## src/rtl/nibble_bus_target.sv

```systemverilog
module nibble_bus_target #(
  parameter int AW = 19
) (
  input  logic          clk,
  input  logic          rst_n,
  input  logic          frame_n,
  input  logic [3:0]    bus_in,
  output logic [3:0]    bus_out,
  output logic          bus_oe,
  input  logic [3:0]    id_strap,
  output logic [AW-1:0] mem_addr,
  output logic          mem_rd,
  output logic          mem_wr,
  output logic [7:0]    mem_wdata,
  input  logic [7:0]    mem_rdata,
  input  logic          mem_ready
);
  localparam int ADDR_NIBS = 7;
  localparam logic [3:0] RD_CODE = 4'b1101;
  localparam logic [3:0] WR_CODE = 4'b1110;

  typedef enum logic [3:0] {
    IDLE, IDSEL, ADR, MSZ, WLO, WHI, TI1, TI2, SYN, RLO, RHI, TO1, TO2
  } state_t;

  state_t        state;
  logic          is_wr, pend, got;
  logic [2:0]    cnt;
  logic [AW-1:0] addr;
  logic [7:0]    wdata, rdata;

  assign mem_addr  = addr;
  assign mem_wdata = wdata;
  assign bus_oe    = (state == SYN) || (state == RLO) || (state == RHI) || (state == TO1);

  always_comb begin
    case (state)
      SYN:     bus_out = got ? 4'b0000 : 4'b0101;
      RLO:     bus_out = rdata[3:0];
      RHI:     bus_out = rdata[7:4];
      TO1:     bus_out = 4'b1111;
      default: bus_out = 4'b0000;
    endcase
  end

  always_ff @(posedge clk or negedge rst_n) begin
    if (!rst_n) begin
      state  <= IDLE;
      is_wr  <= 1'b0;
      pend   <= 1'b0;
      got    <= 1'b0;
      cnt    <= '0;
      addr   <= '0;
      wdata  <= '0;
      rdata  <= '0;
      mem_rd <= 1'b0;
      mem_wr <= 1'b0;
    end else begin
      mem_rd <= 1'b0;
      mem_wr <= 1'b0;
      if (pend && mem_ready) begin
        pend <= 1'b0;
        got  <= 1'b1;
        if (!is_wr) rdata <= mem_rdata;
      end
      if (!frame_n) begin
        state <= (bus_in == RD_CODE || bus_in == WR_CODE) ? IDSEL : IDLE;
        is_wr <= (bus_in == WR_CODE);
      end else begin
        case (state)
          IDSEL: begin
            state <= (bus_in == id_strap) ? ADR : IDLE;
            cnt   <= '0;
          end
          ADR: begin
            addr <= {addr[AW-5:0], bus_in};
            cnt  <= cnt + 3'd1;
            if (cnt == 3'(ADDR_NIBS - 1)) state <= MSZ;
          end
          MSZ: begin
            if (bus_in != 4'b0000) state <= IDLE;
            else if (is_wr) state <= WLO;
            else begin
              state  <= TI1;
              mem_rd <= 1'b1;
              pend   <= 1'b1;
              got    <= 1'b0;
            end
          end
          WLO: begin
            wdata[3:0] <= bus_in;
            state      <= WHI;
          end
          WHI: begin
            wdata[7:4] <= bus_in;
            mem_wr     <= 1'b1;
            pend       <= 1'b1;
            got        <= 1'b0;
            state      <= TI1;
          end
          TI1:     state <= TI2;
          TI2:     state <= SYN;
          SYN:     if (got) state <= is_wr ? TO1 : RLO;
          RLO:     state <= RHI;
          RHI:     state <= TO1;
          TO1:     state <= TO2;
          default: state <= IDLE;
        endcase
      end
    end
  end
endmodule


```

## config.mk

```make
export PLATFORM = sky130hd
export DESIGN_NAME = nibble_bus_target
export DESIGN_NICKNAME = d
export VERILOG_FILES = /design/src/rtl/nibble_bus_target.sv
export SDC_FILE = /design/constraint.sdc
export NUM_CORES = 1
export LEC_CHECK = 0
export BUFFER_PORTS_ARGS = -buffer_cell sky130_fd_sc_hd__clkbuf_2
export CAP_MARGIN = 20
export CORE_MARGIN = 5
export CORE_UTILIZATION = 45
export CTS_CLUSTER_SIZE = 28
export DETAILED_ROUTE_END_ITERATION = 10
export GPL_TIMING_DRIVEN = 0
export MAX_ROUTING_LAYER = met4
export PLACE_DENSITY = 0.69
export SLEW_MARGIN = 10
export SYNTH_ARGS = -nofsm -noshare
export SYNTH_HDL_FRONTEND = slang
export SYNTH_SLANG_ARGS = --single-unit
```

## constraint.sdc

```tcl
create_clock -name clk -period 3.2 [get_ports clk]
set_input_delay 0.16 -clock clk [delete_from_list [all_inputs] [get_ports clk]]
set_output_delay 0.16 -clock clk [all_outputs]
set_load 0.01 [all_outputs]
```

=== Yosys cells after proc, flatten, opt, wreduce, memory -nomap -nowiden ===
Cells that the tools add are included.

* Register bits after elaboration: 47
* Word-level logic and storage cells: 71
* Input port bits: 20
* Output and inout bits: 34

* Mux-type cells: 28
* Add/subtract/negate cells: 1
* Reduce and logical (&&, ||, !) cells: 13
* Equality and inequality tests: 17
* Bitwise operators: 1

{| class="wikitable"
|+ Operators with widths
! cell !! count
|-
| 4-bit case mux with 11 select lines || 1
|-
| 4-bit == test, second input constant || 6
|-
| 4-bit by 3-bit == test with 1-bit output, second input constant || 4
|-
| 4-bit 2-to-1 mux || 4
|-
| 4-bit case mux with 4 select lines || 1
|-
| 1-bit 2-to-1 mux || 15
|-
| 2-bit AND reduction || 6
|-
| 4-bit by 2-bit == test with 1-bit output, second input constant || 2
|-
| 2-bit 2-to-1 mux || 3
|-
| 3-bit != test, second input constant || 2
|-
| 3-bit case mux with 2 select lines || 1
|-
| 4-bit by 1-bit == test with 1-bit output, second input constant || 1
|-
| 4-bit == test || 1
|-
| 1-bit logical OR || 4
|-
| 1-bit case mux with 2 select lines || 2
|-
| 4-bit nonzero test || 1
|-
| 3-bit by 1-bit adder with 3-bit output, second input constant || 1
|-
| 3-bit == test, second input constant || 1
|-
| 3-bit 2-to-1 mux || 1
|-
| 2-bit nonzero test || 1
|-
| 1-bit logical AND || 1
|-
| 1-bit NOT || 1
|}

=== Longest topological paths before layout ===
Gate-level depths: netlist of run 1.

* Depth in word-level cells: 6
* Gate-level depth with buffers: 6
* Gate-level depth less buffers: 6

=== Worst setup path before layout of run 1 ===
Ideal clock, no wire load.

* Path kind: register to register
* Start: reg state[2]
* End: reg wdata[2], in the netlist mem_wdata[2]
* Clock period less this slack: 1.416 ns
* Buffers on the path: 1
* Data arrival time: 1.291 ns
* Setup time: 0.125 ns
* Data required time: 3.075 ns
* Cell stages (with the launch flop): 6
* Setup slack: 1.784 ns
* Path through: dfrtp_1 -> buf_4 -> and2b_2 -> nand2_4 -> nor3_4 -> mux2_2

* Cells in the longest elaborated chain, start to end: 2

{| class="wikitable"
|+ Ends and longest elaborated chain
! item !! RTL line !! source
|-
| start: declaration || 26 || <nowiki>state_t state;</nowiki>
|-
| start signal: assignment || 67 || <nowiki>state <= (bus_in == RD_CODE || bus_in == WR_CODE) ? IDSEL : IDLE;</nowiki>
|-
| start signal: assignment || 72 || <nowiki>state <= (bus_in == id_strap) ? ADR : IDLE;</nowiki>
|-
| start signal: assignment || 103 || <nowiki>SYN: if (got) state <= is_wr ? TO1 : RLO;</nowiki>
|-
| 4-bit by 3-bit == test with 1-bit output || 70 || <nowiki>case (state)</nowiki>
|-
| 2-bit AND reduction (no line) || n/a ||
|-
| end signal: assignment || 91 || <nowiki>wdata[3:0] <= bus_in;</nowiki>
|-
| end: declaration || 30 || <nowiki>logic [7:0] wdata, rdata;</nowiki>
|}

No other way between the ends.
A chain may end at the register's enable or synchronous reset.

=== Worst setup path after layout of run 1 ===
* Start: reg state[0]
* End: out bus_out[1]

* Cells in the longest elaborated chain, start to end: 2
* Elaborated cells on any way between the ends: 5
* Classes of those cells: eq/ne (4); mux (1)

{| class="wikitable"
|+ Ends and longest elaborated chain
! item !! RTL line !! source
|-
| 4-bit == test || 37 || <nowiki>case (state)</nowiki>
|-
| 4-bit case mux with 4 select lines (*) || 37 ||
|-
| end: declaration || 8 || <nowiki>output logic [3:0] bus_out,</nowiki>
|}

Every way passes the cells marked *; elsewhere a longest branch is shown, timed or not.

==> impl_metrics.json, run 1 <==
{
  "clock_latency_ns": 0.31,
  "max_freq_mhz": 545,
  "power_frac_comb_pct": 7.2,
  "io_pins": 54,
  "syn_nets": 206,
  "vias": 1560,
  "async_reset_ff_share_pct": 100,
  "synth_seq_cells": 47,
  "skew_ns": 0.00657,
  "portBuffers": 50,
  "worstPathMaxFanout": 10,
  "grt_max_degree": 29,
  "fin_crit_ns": 1.83,
  "yosys_warnings": 0,
  "floorplan.die.width_um": 81.0,
  "worstSetupPathType": "flop to primary output",
  "run_status": "finished, final reports clean",
  "die_area_mm2": 0.00656,
  "critPathArrivalTime_ns": 1.67,
  "place_congestion": 0.819,
  "worstPathRequired_ns": 3.04,
  "drt-wirelength-per-cell_um": 14.6,
  "placed_area_mm2": 0.00262,
  "totalPowerFinal_mw": 1.06,
  "p_int_mw": 0.799,
  "drv_cap": 0,
  "syn_area_per_cell_um2": 12.3,
  "fp.dieH_um": 81.0,
  "layout-drive-gt1-share_pct": 45.1,
  "initialDrtViolationCount": 44,
  "cts_tree": "done",
  "grt_setup_unrepaired": "false",
  "sw_frac_of_total_pct": 24.8,
  "core_area_mm2": 0.00482,
  "power_density_mw_per_mm2": 391,
  "ir_drop_uv": 273,
  "dp_hpwl_um": 3270,
  "worstSetupEndpointType": "primary output",
  "worst_slew_pin_slew_ns": 0.547,
  "synth_area_leaders": "dfrtp_1, mux2_4, mux2_2",
  "rows": 25,
  "gr-usage-all-layers_pct": 15.7,
  "synth_edf_count": 0,
  "cts_root_buffer": "clkbuf_8",
  "syn_to_final_growth_pct": 20.0,
  "overflow": 0,
  "netlist.area_leader.share_pct": 51.9,
  "power_frac_seq_pct": 57.9,
  "ys_seq_area_share_pct": 51.9,
  "wl_um": 4530,
  "final_area_mm2": 0.00272,
  "drt_pass1_iterations": 4,
  "start_util_pct": 47.1,
  "final.setup.tns_ns": 0,
  "synthCells": 184,
  "hold_path_depth": 2,
  "setup_viol": 0,
  "antenna_found_initial": 0,
  "grt_pass1_vias": 1559,
  "clk_path_buf_depth": 2,
  "final_common_cell": "clkbuf_2",
  "synth_area_mm2": 0.00227,
  "slew_viol_final": 0,
  "power_frac_clock_pct": 34.9,
  "hp-class": "input pin to flop",
  "cts-buffers-inserted": 5,
  "fillers": 447,
  "slew_headroom_pct": 63.6,
  "antenna_left": 0,
  "grt_pass1_wl_um": 7740,
  "drc": 0,
  "cp-start-kind": "flop",
  "final_cell_mix": "clkbuf_2, dfrtp_1, mux2_4",
  "post_cts_buffers": 0,
  "period_share_pct": 57.3,
  "antenna_cells": 0,
  "switchingPower_mw": 0.263,
  "r2r_cells": 6,
  "nets": 265,
  "post_drt_via_cell_ratio": 5.02,
  "ys_types": 40,
  "hold_viol": 0,
  "cts_max_level": 2,
  "cts_sinks": 47,
  "leakage_nw": 1.42,
  "synthFlopType": "dfrtp_1",
  "yosys.area.top_type": "dfrtp_1",
  "cts.clk_slew.worst_paths_ns": 0.09
}
[metrics by stage]
step	instances	hold slack, ns	utilization [%]	setup slack, ns
5_1_grt	311	0.0635	56.5	1.11
3_5_place_dp	302	0.174	54.4	1.63
4_1_cts	311	0.0552	56.5	1.34
6_report	311	0.0702	56.5	1.37
3_3_place_gp	301	0.377	54.0	1.63
2_1_floorplan	184	-0.136	-	1.78
[critical path: stages (launching register included)]
cell	delay, ns
dfrtp_1	0.32
buf_2	0.22
clkbuf_1	0.36
o21ai_0	0.16
a21oi_1	0.16
clkbuf_2	0.15
[power groups by stage]
| stage | clock network, mW | registers (mW) | logic, mW |
|---|---|---|---|
| 2_1_floorplan | 0 | 0.625 | 0.0409 |
| 6_report | 0.371 | 0.615 | 0.0764 |
| 4_1_cts | 0.380 | 0.615 | 0.0779 |
| 5_1_grt | 0.401 | 0.617 | 0.0859 |
| 3_3_place_gp | 0 | 0.627 | 0.0726 |
| 3_5_place_dp | 0 | 0.627 | 0.0769 |
[worst paths after layout]
kind	slack (ns)	endpoint	startpoint
min reg2reg	0.49	mem_wdata[1]	mem_wdata[1]
max reg2reg	1.58	state[1]	cnt[0]
min	0.07	pend	mem_ready
max in group asynchronous	2.30	got	rst_n
max	1.37	bus_out[1]	state[0]
min in group asynchronous	0.36	mem_addr[16]	rst_n
[Yosys cell counts (3+ instances only)]
cell type and instances:
nand2b_1 3, buf_2 4, xnor2_1 4, buf_4 3, dfrtp_1 47, mux2_2 16, nand3_1 4, mux2_4 19
nand2_1 16, o21ai_0 10, nor2_1 10, a21oi_1 9, inv_1 5
[flip-flops by register name, summed over array words and instances (netlist names), 3 cells and up]
| name | count |
|---|---|
| cnt | 3 |
| mem_addr | 19 |
| mem_wdata | 8 |
| rdata | 8 |
| state | 4 |
[area by class of cell]
| class | count | area [µm²] | area share, % |
|---|---|---|---|
| buffer | 11 | 72.6 | 2.67 |
| clock buffer | 6 | 72.6 | 2.67 |
| clock inverter | 2 | 16.3 | 0.598 |
| inverter | 5 | 18.8 | 0.690 |
| multi-input combinational | 121 | 1000 | 36.8 |
| sequential | 47 | 1180 | 43.2 |
| tap | 67 | 83.8 | 3.08 |
| timing repair buffer | 52 | 280 | 10.3 |
[logic make-up (layout without fill, tap and decap cells)]
kind of cell | Yosys count | count (layout) | synth area share (%)
multiplexers | 37 | 37 | 21.5
buffers and inverters | 16 | 76 | 4.03
XOR/XNOR | 5 | 5 | 1.93
AND/OR/NAND/NOR | 48 | 48 | 12.3
AO/OA/AOI/OAI | 29 | 29 | 7.28
flip-flops | 47 | 47 | 51.9
adder cells (fa/ha/maj) | 2 | 2 | 1.10
[timing repair]
item / 4_1_cts / 5_1_grt
hold buffers: 1 / 0
hold endpoints to repair: 19 / 0
gates resized for setup: 0 / 0
[metal layers]
metal  global-route usage, %  wire length [µm]
met1                    21.0              2120
met3                    4.10               232
met2                    23.4              2090
met4                    5.24                82
met5                       -                 0
Power figures use the tool's default switching activity.
==> run 2, diff against run 1 <==
ABC_AREA = 1   (was unset)
clock period = 1.84 ns   (was 3.2 ns; I/O delays follow)
==> impl_metrics.json, run 2 <==
{
  "multiInputGateArea_um2": 821,
  "slew_viol_final": 0,
  "start_util_pct": 45.9,
  "drv_cap": 0,
  "antenna_left": 0,
  "worstSetupPathType": "flop to primary output",
  "synthCells": 237,
  "synth_area_mm2": 0.00214,
  "grt_max_degree": 25,
  "register_area_mm2": 0.00118,
  "post_drt_via_cell_ratio": 4.91,
  "synth_fa_ha_area_share_pct": 1.17,
  "holdWs_ns": 0.00948,
  "async_reset_ff_share_pct": 100,
  "hp-class": "input pin to flop",
  "yosys.area_share.simple_pct": 22.5,
  "leakage_nw": 1.41,
  "portBuffers": 53,
  "cts_sinks": 47,
  "cts-buffers-inserted": 5,
  "period_share_pct": 88.8,
  "skew_ns": 0.0179,
  "grt_setup_unrepaired": "false",
  "fin_crit_ns": 1.63,
  "fillers": 424,
  "syn_area_per_cell_um2": 9.02,
  "grt_pass1_wl_um": 8050,
  "cts.clk_slew.worst_paths_ns": 0.09,
  "io_pins": 54,
  "cts_tree": "done",
  "cp-start-kind": "flop",
  "yosys.area.top_type": "dfrtp_1",
  "gr-usage-all-layers_pct": 17.1,
  "critPathArrivalTime_ns": 1.54,
  "worstPathRequired_ns": 1.75,
  "drt_pass1_iterations": 4,
  "yosys_warnings": 0,
  "antenna_found_initial": 0,
  "clk_path_buf_depth": 2,
  "synth_area_leaders": "dfrtp_1, nand2_1, inv_1",
  "place_ws_ns": 0.469,
  "cts_resized": 0,
  "synth_seq_cells": 47,
  "synth_edf_count": 0,
  "totalPowerFinal_mw": 2.30,
  "worstPathMaxFanout": 6,
  "utilization_pct": 56.5,
  "initialDrtViolationCount": 101,
  "syn_to_final_growth_pct": 23.2,
  "synth_mux_area_share_pct": 4.22,
  "synth_top_family_by_area": "simple AND/OR/NAND/NOR gates",
  "setup_viol": 0,
  "worst_slack_ns": 0.206,
  "wl_um": 4680,
  "floorplan.die.width_um": 78.9,
  "synth.top_cells.by_count": "nand2_1, dfrtp_1, inv_1, nor2_1, o21ai_0",
  "synth-compound-area-share_pct": 9.66,
  "largest_reg_flops": 19,
  "clock_latency_ns": 0.31,
  "final.setup.tns_ns": 0,
  "antenna_cells": 0,
  "ir_drop_uv": 464,
  "drc": 0,
  "place_congestion": 0.939,
  "synthFlopType": "dfrtp_1",
  "cts_root_buffer": "clkbuf_8",
  "post_cts_buffers": 0,
  "netlist.area_leader.share_pct": 55.0,
  "post-synth-top-count-cell": "nand2_1",
  "fp.dieH_um": 78.9,
  "postCtsHoldBufs": 1,
  "run_status": "finished, final reports clean",
  "dp_hpwl_um": 3650,
  "overflow": 0,
  "final_common_cell": "nand2_1",
  "cts_max_level": 2,
  "ys_seq_area_share_pct": 55.0,
  "vias": 1743,
  "power_density_mw_per_mm2": 875,
  "synthXorXnorAreaFrac_pct": 0.820,
  "syn_nets": 259,
  "drt-wirelength-per-cell_um": 13.2,
  "hold_viol": 0,
  "slew_headroom_pct": 56.3,
  "rows": 25,
  "worstSetupEndpointType": "primary output",
  "final_cell_mix": "nand2_1, clkbuf_2, dfrtp_1",
  "grt_pass1_vias": 1731,
  "worst_slew_pin_slew_ns": 0.656,
  "core_area_mm2": 0.00466,
  "nets": 322,
  "layout-drive-gt1-share_pct": 27.6,
  "ys_types": 27,
  "die_area_mm2": 0.00623,
  "max_freq_mhz": 612
}
-- run 2: power breakdown --
part	internal (mW)	leakage (nW)	switching [mW]
clock network	0.409	0.0548	0.366
registers	1.14	0.609	0.0709
logic	0.141	0.751	0.173
total	1.69	1.41	0.610
-- run 2: logic make-up after synthesis --
| kind of cell | Yosys count |
|---|---|
| AND/OR/NAND/NOR | 106 |
| flip-flops | 47 |
| AO/OA/AOI/OAI | 40 |
| adder cells (fa/ha/maj) | 2 |
| XOR/XNOR | 2 |
| multiplexers | 8 |
| buffers and inverters | 32 |
-- run 2: path summary, 6_finish.rpt --
check | startpoint | endpoint | slack [ns] | cells past startpoint
max reg2reg | state[2] | cnt[2] | 0.46 | 6
max | state[0] | bus_out[0] | 0.21 | 4
max in group asynchronous | rst_n | mem_wdata[4] | 0.96 | 3
min in group asynchronous | rst_n | mem_addr[15] | 0.33 | 2
min | mem_rdata[3] | rdata[3] | 0.009 | 2
min reg2reg | mem_addr[17] | mem_addr[17] | 0.48 | 2
-- run 2: area by class of cell --
type / instances / share of cell area [%]
plain buffers: 4 / 1.33
clock buffers: 5 / 2.61
clock inverters: 3 / 1.76
inverters: 28 / 3.99
multi-input cells: 158 / 31.2
flip-flops and latches: 47 / 44.7
well taps: 54 / 2.57
repair buffers: 56 / 11.9
-- run 2: through the flow --
step | cell area, µm² | std cells
after floorplan | 2140 | 237
after global placement | 2470 | 344
after detailed placement | 2500 | 345
after CTS | 2620 | 354
after global routing | 2630 | 355
final | 2630 | 355
-- run 2: worst max-delay path: stages (launching register included) --
cell	delay (ns)
dfrtp_1	0.47
nor2_1	0.29
nand3b_1	0.21
nand3_1	0.14
clkbuf_2	0.14
-- run 2: metal layers --
metal / wire [µm] / track usage, %
met5: 0 / -
met4: 55 / 4.98
met3: 269 / 5.10
met2: 2180 / 26.5
met1: 2180 / 21.8
==> run 3, diff against run 2 <==
CORE_ASPECT_RATIO = 1.1   (was unset)
TNS_END_PERCENT = 30   (was unset)
==> impl_metrics.json, run 3 (same netlist as run 2, synthesis figures left out) <==
{
  "run_status": "finished, final reports clean",
  "worst_slew_pin_slew_ns": 0.594,
  "io_pins": 54,
  "largest_reg_flops": 19,
  "syn_to_final_growth_pct": 21.7,
  "cts_root_buffer": "clkbuf_8",
  "final.setup.tns_ns": 0,
  "period_share_pct": 89.6,
  "grt_setup_unrepaired": "false",
  "initialDrtViolationCount": 71,
  "hold_viol": 0,
  "start_util_pct": 46.3,
  "critPathArrivalTime_ns": 1.56,
  "worstSetupEndpointType": "primary output",
  "worstPathMaxFanout": 4,
  "vias": 1732,
  "cp.buffers_inverters": 2,
  "utilization_pct": 56.3,
  "antenna_cells": 0,
  "worstPathRequired_ns": 1.75,
  "grt_pass1_wl_um": 7990,
  "nets": 322,
  "leakage_nw": 1.41,
  "portBuffers": 53,
  "max_freq_mhz": 607,
  "final_common_cell": "nand2_1",
  "drt_pass1_iterations": 5,
  "final_cell_mix": "nand2_1, clkbuf_2, dfrtp_1",
  "post_cts_buffers": 0,
  "path_cells": "inv_1 -> nand2_1 -> nor2_1 -> nand2_1 -> nand3_1 -> clkbuf_2",
  "fp.dieH_um": 82.3,
  "cts-buffers-inserted": 5,
  "core_area_mm2": 0.00462,
  "antenna_left": 0,
  "setup_viol": 0,
  "layout-drive-gt1-share_pct": 27.6,
  "hp-class": "input pin to flop",
  "slew_headroom_pct": 60.4,
  "clk_path_buf_depth": 2,
  "post_drt_via_cell_ratio": 4.85,
  "cp_top_family": "simple AND/OR/NAND/NOR gates",
  "slew_viol_final": 0,
  "instances_no_fill": 357,
  "cp_common_cell": "nand2_1",
  "dp_cells": 347,
  "clock_latency_ns": 0.31,
  "skew_ns": 0.0133,
  "overflow": 0,
  "grt_max_degree": 27,
  "rows": 26,
  "cts_max_level": 2,
  "place_congestion": 0.893,
  "worstSetupPathType": "flop to primary output",
  "cp-start-kind": "flop",
  "cts.clk_slew.worst_paths_ns": 0.09,
  "drv_cap": 0,
  "ir_drop_uv": 446,
  "floorplan.die.width_um": 75.7,
  "drt-wirelength-per-cell_um": 13.0,
  "cts_tree": "done",
  "dp_hpwl_um": 3580,
  "fin_crit_ns": 1.65,
  "die_area_mm2": 0.00623,
  "antenna_found_initial": 0,
  "slowest_delay_ns": 0.44,
  "power_density_mw_per_mm2": 829,
  "crit_slowest_cell": "dfrtp_1",
  "cts_resized": 0,
  "gr-usage-all-layers_pct": 17.5,
  "drc": 0,
  "wl_um": 4650,
  "grt_pass1_vias": 1751,
  "cts_sinks": 47
}
==> run 3: power by group <==
| part | switching (mW) | total, mW | internal, mW |
|---|---|---|---|
| Sequential | 0.0705 | 1.21 | 1.14 |
| Combinational | 0.171 | 0.310 | 0.138 |
| Clock | 0.364 | 0.632 | 0.268 |
==> run 3: cell type report <==
| class | count | area [µm²] |
|---|---|---|
| Fill cell | 450 | 2020 |
| Sequential cell | 47 | 1180 |
| Multi-Input combinational cell | 158 | 821 |
| Timing Repair Buffer | 56 | 305 |
| Inverter | 28 | 105 |
| Tap cell | 56 | 70.1 |
| Clock buffer | 5 | 68.8 |
| Buffer | 4 | 35.0 |
| Clock inverter | 3 | 18.8 |
==> run 3: final timing paths <==
check	from	to	cells past startpoint	slack, ns
worst max-delay path	state[2]	bus_out[2]	6	0.19
worst min register to register	mem_addr[16]	mem_addr[16]	2	0.48
worst min-delay path	mem_ready	pend	2	0.01
max in group asynchronous	rst_n	state[1]	3	0.98
min in group asynchronous	rst_n	mem_addr[10]	2	0.30
worst max register to register	state[0]	mem_wdata[3]	3	0.44
==> run 3: worst reg2reg max path, stage by stage (launching register included) <==
cell,delay [ns]
dfrtp_1,0.46
nor2_1,0.28
nand3_1,0.30
o21ai_0,0.29
==> run 3: repair_timing <==
item	CTS	global route
hold endpoints to repair	21	1
endpoints found under the setup margin	0	0
hold buffers	1	1
==> run 3: through the flow <==
stage	area (µm²)	setup slack, ns	power [mW]	hold WS, ns
after floorplan	2140	0.624	1.39	-0.204
after global placement	2470	0.495	1.53	0.325
after detailed placement	2490	0.442	1.55	0.121
after CTS	2590	0.165	2.18	0.00224
after global routing	2600	0.0418	2.28	0.00461
final	2600	0.192	2.16	0.0109
==> run 3: layer usage <==
| metal | global-route usage, % | up-vias | routed length (µm) |
|---|---|---|---|
| li1 | - | 889 | - |
| met1 | 20.5 | 796 | 2010 |
| met2 | 29.3 | 41 | 2340 |
| met3 | 3.87 | 6 | 224 |
| met4 | 6.82 | 0 | 79 |
| met5 | - | - | 0 |
